===== src/rtl/osc_settle_pkg.sv =====
package osc_settle_pkg;
   localparam int SEL_W   = 3;
   localparam int NCODES  = 1 << SEL_W;
   localparam int REG_W   = 8;
   localparam int MAX_EXP = 18;

   // Exponent of the cycle threshold for each select code
   function automatic int code_exp(input int code);
      case (code)
         0: return 8;
         1: return 9;
         2: return 10;
         3: return 11;
         4: return 13;
         5: return 15;
         6: return 17;
         default: return 18;
      endcase
   endfunction

   function automatic int cnt_width(input int off);
      return MAX_EXP - off + 1;
   endfunction
endpackage


===== src/rtl/osc_settle_regs.sv =====
module osc_settle_regs
   import osc_settle_pkg::*;
(
   input  logic             clk,
   input  logic             rst_n,
   input  logic             wr_en,
   input  logic             addr,
   input  logic [REG_W-1:0] wdata,
   input  logic             wr_allow,
   input  logic [REG_W-1:0] status,
   output logic [SEL_W-1:0] sel,
   output logic [REG_W-1:0] rdata
);
   localparam logic [SEL_W-1:0] SEL_RST = SEL_W'(NCODES - 1);

   logic unused_wdata_hi;
   assign unused_wdata_hi = ^wdata[REG_W-1:SEL_W];

   always_ff @(posedge clk or negedge rst_n) begin
      if (!rst_n)
         sel <= SEL_RST;
      else if (wr_en && !addr && wr_allow)
         sel <= wdata[SEL_W-1:0];
   end

   always_comb begin
      if (addr)
         rdata = status;
      else
         rdata = {{(REG_W-SEL_W){1'b0}}, sel};
   end
endmodule


===== src/rtl/osc_settle_cnt.sv =====
module osc_settle_cnt #(
   parameter int CNT_W = 19
) (
   input  logic             clk,
   input  logic             rst_n,
   input  logic             run,
   input  logic             restart,
   input  logic [CNT_W-1:0] target,
   output logic [CNT_W-1:0] cnt,
   output logic             done
);
   localparam logic [CNT_W-1:0] CNT_MAX = {CNT_W{1'b1}};

   assign done = (cnt == target);

   always_ff @(posedge clk or negedge rst_n) begin
      if (!rst_n)
         cnt <= '0;
      else if (!run || restart)
         cnt <= '0;
      else if (!done && cnt != CNT_MAX)
         cnt <= cnt + CNT_W'(1);
   end
endmodule


===== src/rtl/osc_settle_status.sv =====
module osc_settle_status
   import osc_settle_pkg::*;
#(
   parameter int EXP_OFFSET = 0,
   parameter int CNT_W      = 19
) (
   input  logic [CNT_W-1:0]  cnt,
   output logic [NCODES-1:0] status
);
   for (genvar i = 0; i < NCODES; i++) begin : g_cmp
      localparam logic [CNT_W-1:0] THR = CNT_W'(1) << (code_exp(i) - EXP_OFFSET);
      assign status[i] = (cnt >= THR);
   end
endmodule


===== src/rtl/osc_settle_timer.sv =====
module osc_settle_timer
   import osc_settle_pkg::*;
#(
   parameter int EXP_OFFSET = 0
) (
   input  logic             clk_osc,
   input  logic             rst_n,
   input  logic             osc_stop,
   input  logic             wake_pulse,
   input  logic             reg_wr_en,
   input  logic             reg_addr,
   input  logic [7:0]       reg_wdata,
   output logic [7:0]       reg_rdata,
   output logic             settled
);
   localparam int CNT_W = cnt_width(EXP_OFFSET);

   if (EXP_OFFSET < 0 || EXP_OFFSET > 7) begin : g_bad_offset
      $error("EXP_OFFSET must lie in 0..7");
   end
   if (NCODES != REG_W) begin : g_bad_width
      $error("status byte needs one bit per code");
   end

   logic              stop_q;
   logic              restart;
   logic [SEL_W-1:0]  sel_q;
   logic [CNT_W-1:0]  cnt_q;
   logic [CNT_W-1:0]  target;
   logic [NCODES-1:0] status_w;

   always_ff @(posedge clk_osc or negedge rst_n) begin
      if (!rst_n) stop_q <= 1'b1;
      else        stop_q <= osc_stop;
   end

   assign restart = !osc_stop && (stop_q || wake_pulse);

   always_comb
      target = CNT_W'(1) << (code_exp(int'(sel_q)) - EXP_OFFSET);

   osc_settle_regs u_regs (
      .clk      (clk_osc),
      .rst_n    (rst_n),
      .wr_en    (reg_wr_en),
      .addr     (reg_addr),
      .wdata    (reg_wdata),
      .wr_allow (osc_stop),
      .status   (status_w),
      .sel      (sel_q),
      .rdata    (reg_rdata)
   );

   osc_settle_cnt #(.CNT_W(CNT_W)) u_cnt (
      .clk     (clk_osc),
      .rst_n   (rst_n),
      .run     (!osc_stop),
      .restart (restart),
      .target  (target),
      .cnt     (cnt_q),
      .done    (settled)
   );

   osc_settle_status #(.EXP_OFFSET(EXP_OFFSET), .CNT_W(CNT_W)) u_status (
      .cnt    (cnt_q),
      .status (status_w)
   );
endmodule


===== config.mk =====
export PLATFORM = sky130hd
export DESIGN_NAME = osc_settle_timer
export DESIGN_NICKNAME = d
export VERILOG_FILES = /design/src/rtl/osc_settle_pkg.sv /design/src/rtl/osc_settle_regs.sv /design/src/rtl/osc_settle_cnt.sv /design/src/rtl/osc_settle_status.sv /design/src/rtl/osc_settle_timer.sv
export SDC_FILE = /design/constraint.sdc
export NUM_CORES = 1
export LEC_CHECK = 0
export ABC_AREA = 0
export ABC_CLOCK_PERIOD_IN_PS = 3900
export CAP_MARGIN = 20
export CORE_MARGIN = 2
export CORE_UTILIZATION = 55
export CTS_CLUSTER_SIZE = 24
export DETAILED_ROUTE_END_ITERATION = 16
export PLACE_DENSITY = 0.85
export SYNTH_ARGS = -nofsm -noshare
export SYNTH_HDL_FRONTEND = slang
export SYNTH_SLANG_ARGS = --single-unit

===== constraint.sdc =====
create_clock -name clk_osc -period 3.9 [get_ports clk_osc]
set_input_delay 0.975 -clock clk_osc [delete_from_list [all_inputs] [get_ports clk_osc]]
set_output_delay 0.975 -clock clk_osc [all_outputs]
set_load 0.02 [all_outputs]

After elaboration in Yosys (flattened, before gate mapping)
Cells that the tools add are included.
{"block": "totals", "reg_bits": 23, "inputBits": 14, "out_inout_bits": 9, "word_cells": 36}
{"block": "classes", "add_sub_neg": 1, "magnitude_cmp": 8, "eq_ne": 8, "shifts": 1, "muxes": 4, "reduce_logical": 11}
{"operator": "$mux W19", "count": 2}
{"operator": "$pmux W5 S7", "count": 1}
{"operator": "$shl A1 B32 Y19 const A", "count": 1}
{"operator": "$add A19 B1 Y19 const B", "count": 1}
{"operator": "$eq A19 B19 Y1", "count": 1}
{"operator": "$ge A19 B10 Y1 const B", "count": 1}
{"operator": "$ge A19 B11 Y1 const B", "count": 1}
{"operator": "$ge A19 B12 Y1 const B", "count": 1}
{"operator": "$ge A19 B14 Y1 const B", "count": 1}
{"operator": "$ge A19 B16 Y1 const B", "count": 1}
{"operator": "$ge A19 B18 Y1 const B", "count": 1}
{"operator": "$ge A19 B19 Y1 const B", "count": 1}
{"operator": "$ge A19 B9 Y1 const B", "count": 1}
{"operator": "$ne A19 B19 Y1 const B", "count": 1}
{"operator": "$eq A3 B3 Y1 const B", "count": 3}
{"operator": "$mux W8", "count": 1}
{"operator": "$eq A3 B2 Y1 const B", "count": 2}
{"operator": "$logic_and A1 B1 Y1", "count": 4}
{"operator": "$eq A3 B1 Y1 const B", "count": 1}
{"operator": "$logic_not A1 Y1", "count": 3}
{"operator": "$logic_not A3 Y1", "count": 1}
{"operator": "$logic_or A1 B1 Y1", "count": 2}
{"operator": "$reduce_bool A2 Y1", "count": 1}

Longest topological paths before layout
Gate-level depths: netlist of run 1.
{"block": "depth", "ltp_word": 8, "depth_mapped": 8, "mapped_depth_nobuf": 6}

Modules after synthesis
From an unflattened synthesis of run 1, not the netlist that was laid out.
{"block": "hier_totals", "cells_unflattened": 187, "hier_area_um2": 1690.4}
{"mod": "osc_settle_cnt", "n_inst": 1, "cells_each": 145, "area_each_um2": 1273.7, "seq_area_each_um2": 475.5}
{"mod": "osc_settle_regs", "n_inst": 1, "cells_each": 16, "area_each_um2": 226.5, "seq_area_each_um2": 78.8}
{"mod": "osc_settle_timer", "n_inst": 1, "cells_each": 12, "area_each_um2": 108.9, "seq_area_each_um2": 26.3}
{"mod": "osc_settle_status", "n_inst": 1, "cells_each": 14, "area_each_um2": 81.3, "seq_area_each_um2": 0.0}

Least setup slack after synthesis of run 1
Ideal clock, no wire load.
{"block": "synth_path", "kind": "flip-flop to output port", "startpoint": "register u_regs.sel[2]", "endpoint": "output port settled", "arrival_ns": 1.664, "t_required_ns": 2.925, "slack_ns": 1.261, "stages_incl_launch_ff": 6, "n_path_buf": 1, "path_cell_list": "dfstp_2 > buf_2 > nor3_1 > or4_1 > a32oi_1 > and2_1"}
{"block": "synth_via", "elab_chain_len": 4, "word_cells_on_any_way": 10}
{"item": "start: declaration", "line": "osc_settle_regs.sv:11", "source": "output logic [SEL_W-1:0] sel,"}
{"item": "start signal: assignment", "line": "osc_settle_regs.sv:23", "source": "sel <= wdata[SEL_W-1:0];"}
{"item": "$eq A3 B3 Y1 (tied with other cells)", "line": "osc_settle_pkg.sv:9", "source": "case (code)"}
{"item": "$pmux W5 S7 *", "line": "osc_settle_pkg.sv:9"}
{"item": "$shl A1 B32 Y19 *", "line": "osc_settle_timer.sv:40", "source": "target = CNT_W'(1) << (code_exp(int'(sel_q)) - EXP_OFFSET);"}
{"item": "$eq A19 B19 Y1 *", "line": "osc_settle_cnt.sv:14", "source": "assign done = (cnt == target);"}
{"item": "end: declaration", "line": "osc_settle_timer.sv:14", "source": "output logic settled"}
Mark *: on every way between the ends. The rest lies on a longest branch, timed or not.

Final worst setup path of run 1
{"block": "layout_path", "startpoint": "register u_regs.sel[0]", "endpoint": "output port settled"}
The elaborated chain is that of the path after synthesis.

==> results of run 1 <==
## through the flow
step | area, um^2 | setup WS (ns) | total power, mW
after floorplan | 1599 | 1.261 | 0.3389
after global placement | 1745 | 0.4611 | 0.3724
after detailed placement | 1745 | 0.4062 | 0.3789
after CTS | 1773 | 0.2670 | 0.4923
after global routing | 1800 | 0.1727 | 0.5128
final | 1800 | 0.2789 | 0.4886
## cell families (layout without fill, tap and decap cells)
family                   Yosys count  count (layout)  synth area share
AO/OA/AOI/OAI                     36              36            0.1495
XOR/XNOR                           1               1          0.005478
adder cells (fa/ha/maj)            2               2           0.01565
buffers and inverters             20              30           0.06025
flip-flops                        23              23            0.3631
multiplexers                       9               9           0.05869
AND/OR/NAND/NOR                   92              92            0.3474
## cell type report
cell class	instances	area share
repair buffers	19	0.1140
clock buffers	3	0.01251
flip-flops and latches	23	0.3224
clock inverters	1	0.002780
well taps	31	0.02154
inverters	7	0.01459
multi-input cells	140	0.5122
## routing by layer
metal  vias up  wire (um)  global-route usage
met1       682       1590              0.3348
met5         -          0                   0
met3         6        163             0.04688
li1        696          -                   -
met4         0         44             0.05980
met2        32       1791              0.4026
## sequential cells by signal (all words and copies together) (netlist names)
| register | cells |
|---|---|
| u_cnt.cnt | 19 |
| stop_q | 1 |
| u_regs.sel | 3 |
## tightest hold or removal path, cell delays in order, from the launching register on
cell     delay [ns]
dfrtp_1        0.45
nand2_1        0.07
mux2i_1        0.06
## power groups by stage
stage | combinational, mW | sequential (mW) | clock [mW]
6_report | 0.107 | 0.272 | 0.110
5_1_grt | 0.115 | 0.274 | 0.124
4_1_cts | 0.104 | 0.270 | 0.118
3_5_place_dp | 0.104 | 0.275 | 0
3_3_place_gp | 0.0984 | 0.274 | 0
2_1_floorplan | 0.0795 | 0.259 | 0
## synthesized netlist by cell type, drive strengths merged, types with 4 or more instances
cell type / count / share of area
dfrtp: 19 / 0.30
o31ai: 5 / 0.023
nand4: 6 / 0.033
nand3: 6 / 0.019
mux2i: 6 / 0.038
or3: 7 / 0.027
and2: 5 / 0.020
or4: 9 / 0.042
o21ai: 5 / 0.016
buf: 7 / 0.030
clkbuf: 6 / 0.014
nor3: 5 / 0.016
nand2: 18 / 0.042
dfstp: 4 / 0.066
inv: 7 / 0.016
nand3b: 4 / 0.019
nor2b: 5 / 0.020
nor2: 13 / 0.031
a21oi: 12 / 0.038
## worst min path at each step
| stage | end | slack, ns | cells past startpoint |
|---|---|---|---|
| finish | u_cnt.cnt[2] | 0.61 | 2 |
| global route | u_cnt.cnt[14] | 0.65 | 2 |
| CTS | u_cnt.cnt[16] | 0.60 | 2 |
| detailed placement | u_cnt.cnt[2] | 0.58 | 2 |
| floorplan | u_cnt.cnt[14] | 0.54 | 2 |
| global placement | u_cnt.cnt[16] | 0.56 | 2 |
==> flow_metrics.py, run 1 <==
metrics = {
    "critical_path": {
        "cp.depth": 5,
        "cp-end-kind": "output port",
        "slowest_stage": "dfstp_2",
        "reg2reg_slack_ns": 1.69,
        "critPathArrivalTime_ns": 2.65,
        "crit_end": "settled",
        "startpoint_type": "flop",
        "cp_top_family": "simple AND/OR/NAND/NOR gates",
        "criticalPathCategory": "reg2out",
        "reg2reg_depth": 6,
        "startpoint": "u_regs.sel[0]",
        "path_cells": "and3b_1 -> or4_1 -> a32oi_1 -> and2_1 -> clkdlybuf4s50_1",
        "worstReg2RegStart": "u_cnt.cnt[1]",
        "crit_path_max_incr_delay_ns": 0.67,
        "reg2reg_to": "u_cnt.cnt[1]",
        "cp_max_fo": 13,
        "crit_required_ns": 2.92,
        "crit_buf_inv": 1,
    },
    "clock_network": {
        "cts_hold_buf": 0,
        "clock-sinks": 23,
        "htree_levels": 1,
        "cts_buffers": 3,
        "clk_pin_slew_ns": 0.13,
        "ctsResizeCount": 0,
        "cts_tree": "built",
        "cts_buffer_depth": 2,
        "cts_root_buffer": "clkbuf_4",
        "cts_setup_buffers": 0,
        "clk_latency_ns": 0.30,
    },
    "synthesis": {
        "synth.yosys.warnings": 0,
        "synth_edf_count": 0,
        "synthArstFlopShare": 1.000,
        "syn_inst": 183,
        "syn_nets": 199,
        "ys_seq_area_frac": 0.3631,
        "synth_cell_types": 45,
        "ys.flop_type": "dfrtp_1",
        "avgSynthCellArea_um2": 8.738,
        "netlist_area_um2": 1599,
        "synth_seq_cells": 23,
    },
    "layout": {
        "fin_cells": 224,
        "drive_gt1_frac": 0.1036,
        "final_cell_mix": "dfrtp_1, nand2_1, clkdlybuf4s50_1, nor2_1, a21oi_1",
        "area_delta_synth_final_pct": 12.60,
        "antenna_cells": 0,
        "ff_latch_area_um2": 580.6,
        "finish.utilization": 0.6529,
        "multi_input_area_um2": 922.1,
        "fin_nets": 210,
        "layout_commonest_cell": "dfrtp_1",
        "fill_cells": 234,
    },
    "grt": {
        "gr-total-overflow": 0,
        "grt_usage": 0.2448,
        "grt_pass1_vias": 1374,
        "grt_max_degree": 24,
        "grt_pass1_wl_um": 6499,
        "antenna_found_initial": 0,
    },
    "pwr": {
        "vdd_drop_max_uv": 226.8,
        "switching_share": 0.2950,
        "power_frac_comb": 0.219,
        "p_clk_frac": 0.225,
        "power_density_nw_per_um2": 271.4,
        "p_int_mw": 0.3445,
        "p_switching_mw": 0.1441,
        "p_leak_nw": 0.6970,
        "pwr-share-seq": 0.556,
    },
    "sta": {
        "whs_ns": 0.6083,
        "rsz0062_at_grt": "no",
        "max_freq_mhz": 276.2,
        "report.final.hold_viol_count": 0,
        "setup_viol": 0,
        "finalSetupTns_ns": 0,
        "worst_slew_pin_slew_ns": 0.5756,
        "slew_headroom": 0.6163,
        "fin_crit_ns": 3.621,
        "fin_worst_skew_ns": 0.002863,
        "slew_viol_final": 0,
        "final.period_utilization": 0.9285,
    },
    "route": {
        "postRouteAntennaNets": 0,
        "routed_wl_um": 3589,
        "wl_per_cell_um": 16.02,
        "firstDrtPassIters": 4,
        "drc": 0,
        "viasPerCell": 6.321,
        "drt_iter0_markers": 64,
        "num_vias": 1416,
    },
    "hold_path": {
        "hp-class": "reg2reg",
        "min-delay-start": "u_cnt.cnt[2]",
    },
    "floorplanning": {
        "die_h_um": 57.92,
        "io_pins": 23,
        "row_count": 19,
        "dieArea_um2": 3355,
        "core-area_um2": 2758,
        "die-width_um": 57.92,
        "start_util": 0.5799,
    },
    "placed_design": {
        "dp.cells": 219,
        "port_buffers": 17,
        "detailed_place_hpwl_um": 2693,
        "gp_congestion": 0.9636,
    },
    "job": {
        "maxCapViolations": 0,
    },
    "run_status": {
        "outcome": "complete, no violations",
    },
}
No activity file was read; power rests on OpenSTA's default activity.
==> run 2, diff against run 1 <==
- TNS_END_PERCENT: not set -> 100
==> results of run 2 <==
Final layout, timing and power as in run 1 (identical DEF).
==> run 3, diff against run 2 <==
- CORE_ASPECT_RATIO: not set -> 1.25
- CTS_CLUSTER_DIAMETER: not set -> 30
==> flow_metrics.py, run 3 (synthesized netlist as in run 1, its figures left out) <==
metrics = {
    "grt": {
        "gr-total-overflow": 0,
        "grt_pass1_vias": 1306,
        "antenna_found_initial": 0,
        "grt_max_degree": 24,
        "grt_pass1_wl_um": 6023,
        "grt_usage": 0.2332,
    },
    "floorplanning": {
        "core-area_um2": 2733,
        "io_pins": 23,
        "row_count": 21,
        "start_util": 0.5852,
        "dieArea_um2": 3357,
        "die_h_um": 64.29,
        "die-width_um": 52.23,
    },
    "critical_path": {
        "crit_buf_inv": 1,
        "reg2reg_slack_ns": 1.69,
        "crit_required_ns": 2.92,
        "cp_top_family": "simple AND/OR/NAND/NOR gates",
        "startpoint_type": "flop",
        "path_cells": "and3b_1 -> or4_1 -> a32oi_1 -> and2_1 -> clkdlybuf4s50_1",
        "cp-end-kind": "output port",
        "cp_max_fo": 13,
        "criticalPathCategory": "reg2out",
        "critPathArrivalTime_ns": 2.67,
        "slowest_stage": "dfstp_2",
        "crit_path_max_incr_delay_ns": 0.67,
    },
    "sta": {
        "setup_viol": 0,
        "slew_viol_final": 0,
        "finalSetupTns_ns": 0,
        "final.period_utilization": 0.9349,
        "slew_headroom": 0.6411,
        "fin_worst_skew_ns": 0.004164,
        "report.final.hold_viol_count": 0,
        "rsz0062_at_grt": "no",
        "worst_slew_pin_slew_ns": 0.5367,
        "max_freq_mhz": 274.3,
        "fin_crit_ns": 3.646,
    },
    "route": {
        "viasPerCell": 6.229,
        "routed_wl_um": 3496,
        "num_vias": 1414,
        "drt_iter0_markers": 65,
        "wl_per_cell_um": 15.40,
        "firstDrtPassIters": 5,
        "postRouteAntennaNets": 0,
        "drc": 0,
    },
    "layout": {
        "top_register": "u_cnt.cnt",
        "area_delta_synth_final_pct": 11.97,
        "layout_commonest_cell": "dfrtp_1",
        "finish.utilization": 0.6552,
        "final_cell_mix": "dfrtp_1, nand2_1, clkdlybuf4s50_1, nor2_1, a21oi_1",
        "reg.largest.list": "u_cnt.cnt: 19 flops, u_regs.sel: 3 flops, stop_q: 1 flops",
        "fin_nets": 210,
        "largest_reg_flops": 19,
        "antenna_cells": 0,
        "drive_gt1_frac": 0.09845,
    },
    "clock_network": {
        "clk_latency_ns": 0.31,
        "cts_root_buffer": "clkbuf_4",
        "htree_levels": 1,
        "cts_setup_buffers": 0,
        "cts_buffers": 3,
        "cts_tree": "built",
        "ctsResizeCount": 0,
        "clk_pin_slew_ns": 0.12,
        "cts_buffer_depth": 2,
        "cts_hold_buf": 0,
        "clock-sinks": 23,
    },
    "run_status": {
        "outcome": "complete, no violations",
    },
    "pwr": {
        "power_density_nw_per_um2": 271.9,
        "p_leak_nw": 0.6890,
        "vdd_drop_max_uv": 215.3,
    },
    "placed_design": {
        "port_buffers": 17,
        "gp_congestion": 0.8762,
        "detailed_place_hpwl_um": 2513,
    },
    "hold_path": {
        "hp-class": "reg2reg",
    },
    "job": {
        "maxCapViolations": 0,
    },
}
run 3: metrics by stage:
stage	cell area [um^2]	power (mW)	cells	setup WS, ns	hold slack [ns]
after floorplan	1599	0.3389	183	1.261	0.5368
after global placement	1749	0.3737	222	0.4458	0.5682
after detailed placement	1749	0.3773	222	0.4098	0.5880
after CTS	1775	0.4868	226	0.2625	0.6053
after global routing	1790	0.5096	227	0.1494	0.6548
final	1790	0.4868	227	0.2539	0.6088
run 3: final cells by class:
| class | count | area, um^2 |
|---|---|---|
| Clock buffer | 4 | 26.28 |
| Fill cell | 236 | 942.2 |
| Inverter | 7 | 26.28 |
| Tap cell | 34 | 42.54 |
| Multi-Input combinational cell | 140 | 922.1 |
| Timing Repair Buffer | 19 | 192.7 |
| Sequential cell | 23 | 580.6 |
run 3: final timing paths:
kind | start | endpoint | cells past startpoint
worst min-delay path | u_cnt.cnt[4] | u_cnt.cnt[4] | 2
worst min register to register | u_cnt.cnt[4] | u_cnt.cnt[4] | 2
min in group asynchronous | rst_n | u_cnt.cnt[9] | 1
worst max-delay path | u_regs.sel[0] | settled | 5
worst max register to register | u_cnt.cnt[1] | u_cnt.cnt[0] | 6
max in group asynchronous | rst_n | stop_q | 2
run 3: where the power goes:
group          total, mW  internal [mW]  switching (mW)
clock network      0.111         0.0399          0.0707
registers          0.272          0.251          0.0205
logic              0.104         0.0534          0.0509
total              0.487          0.345           0.142
run 3: per-layer routing:
| layer | track usage | vias to the layer above | part of all wire |
|---|---|---|---|
| li1 | - | 695 | - |
| met1 | 0.3043 | 681 | 0.45 |
| met2 | 0.3924 | 32 | 0.50 |
| met3 | 0.03037 | 6 | 0.035 |
| met4 | 0.07692 | 0 | 0.013 |
| met5 | 0 | - | 0 |
run 3: worst reg2reg max path: stages, from the launching register on:
cell and delay (ns):
dfrtp_1 0.48, ha_1 0.23, nand3_1 0.16, nor4_4 0.43
and2_2 0.46, a31oi_1 0.17, mux2i_1 0.16
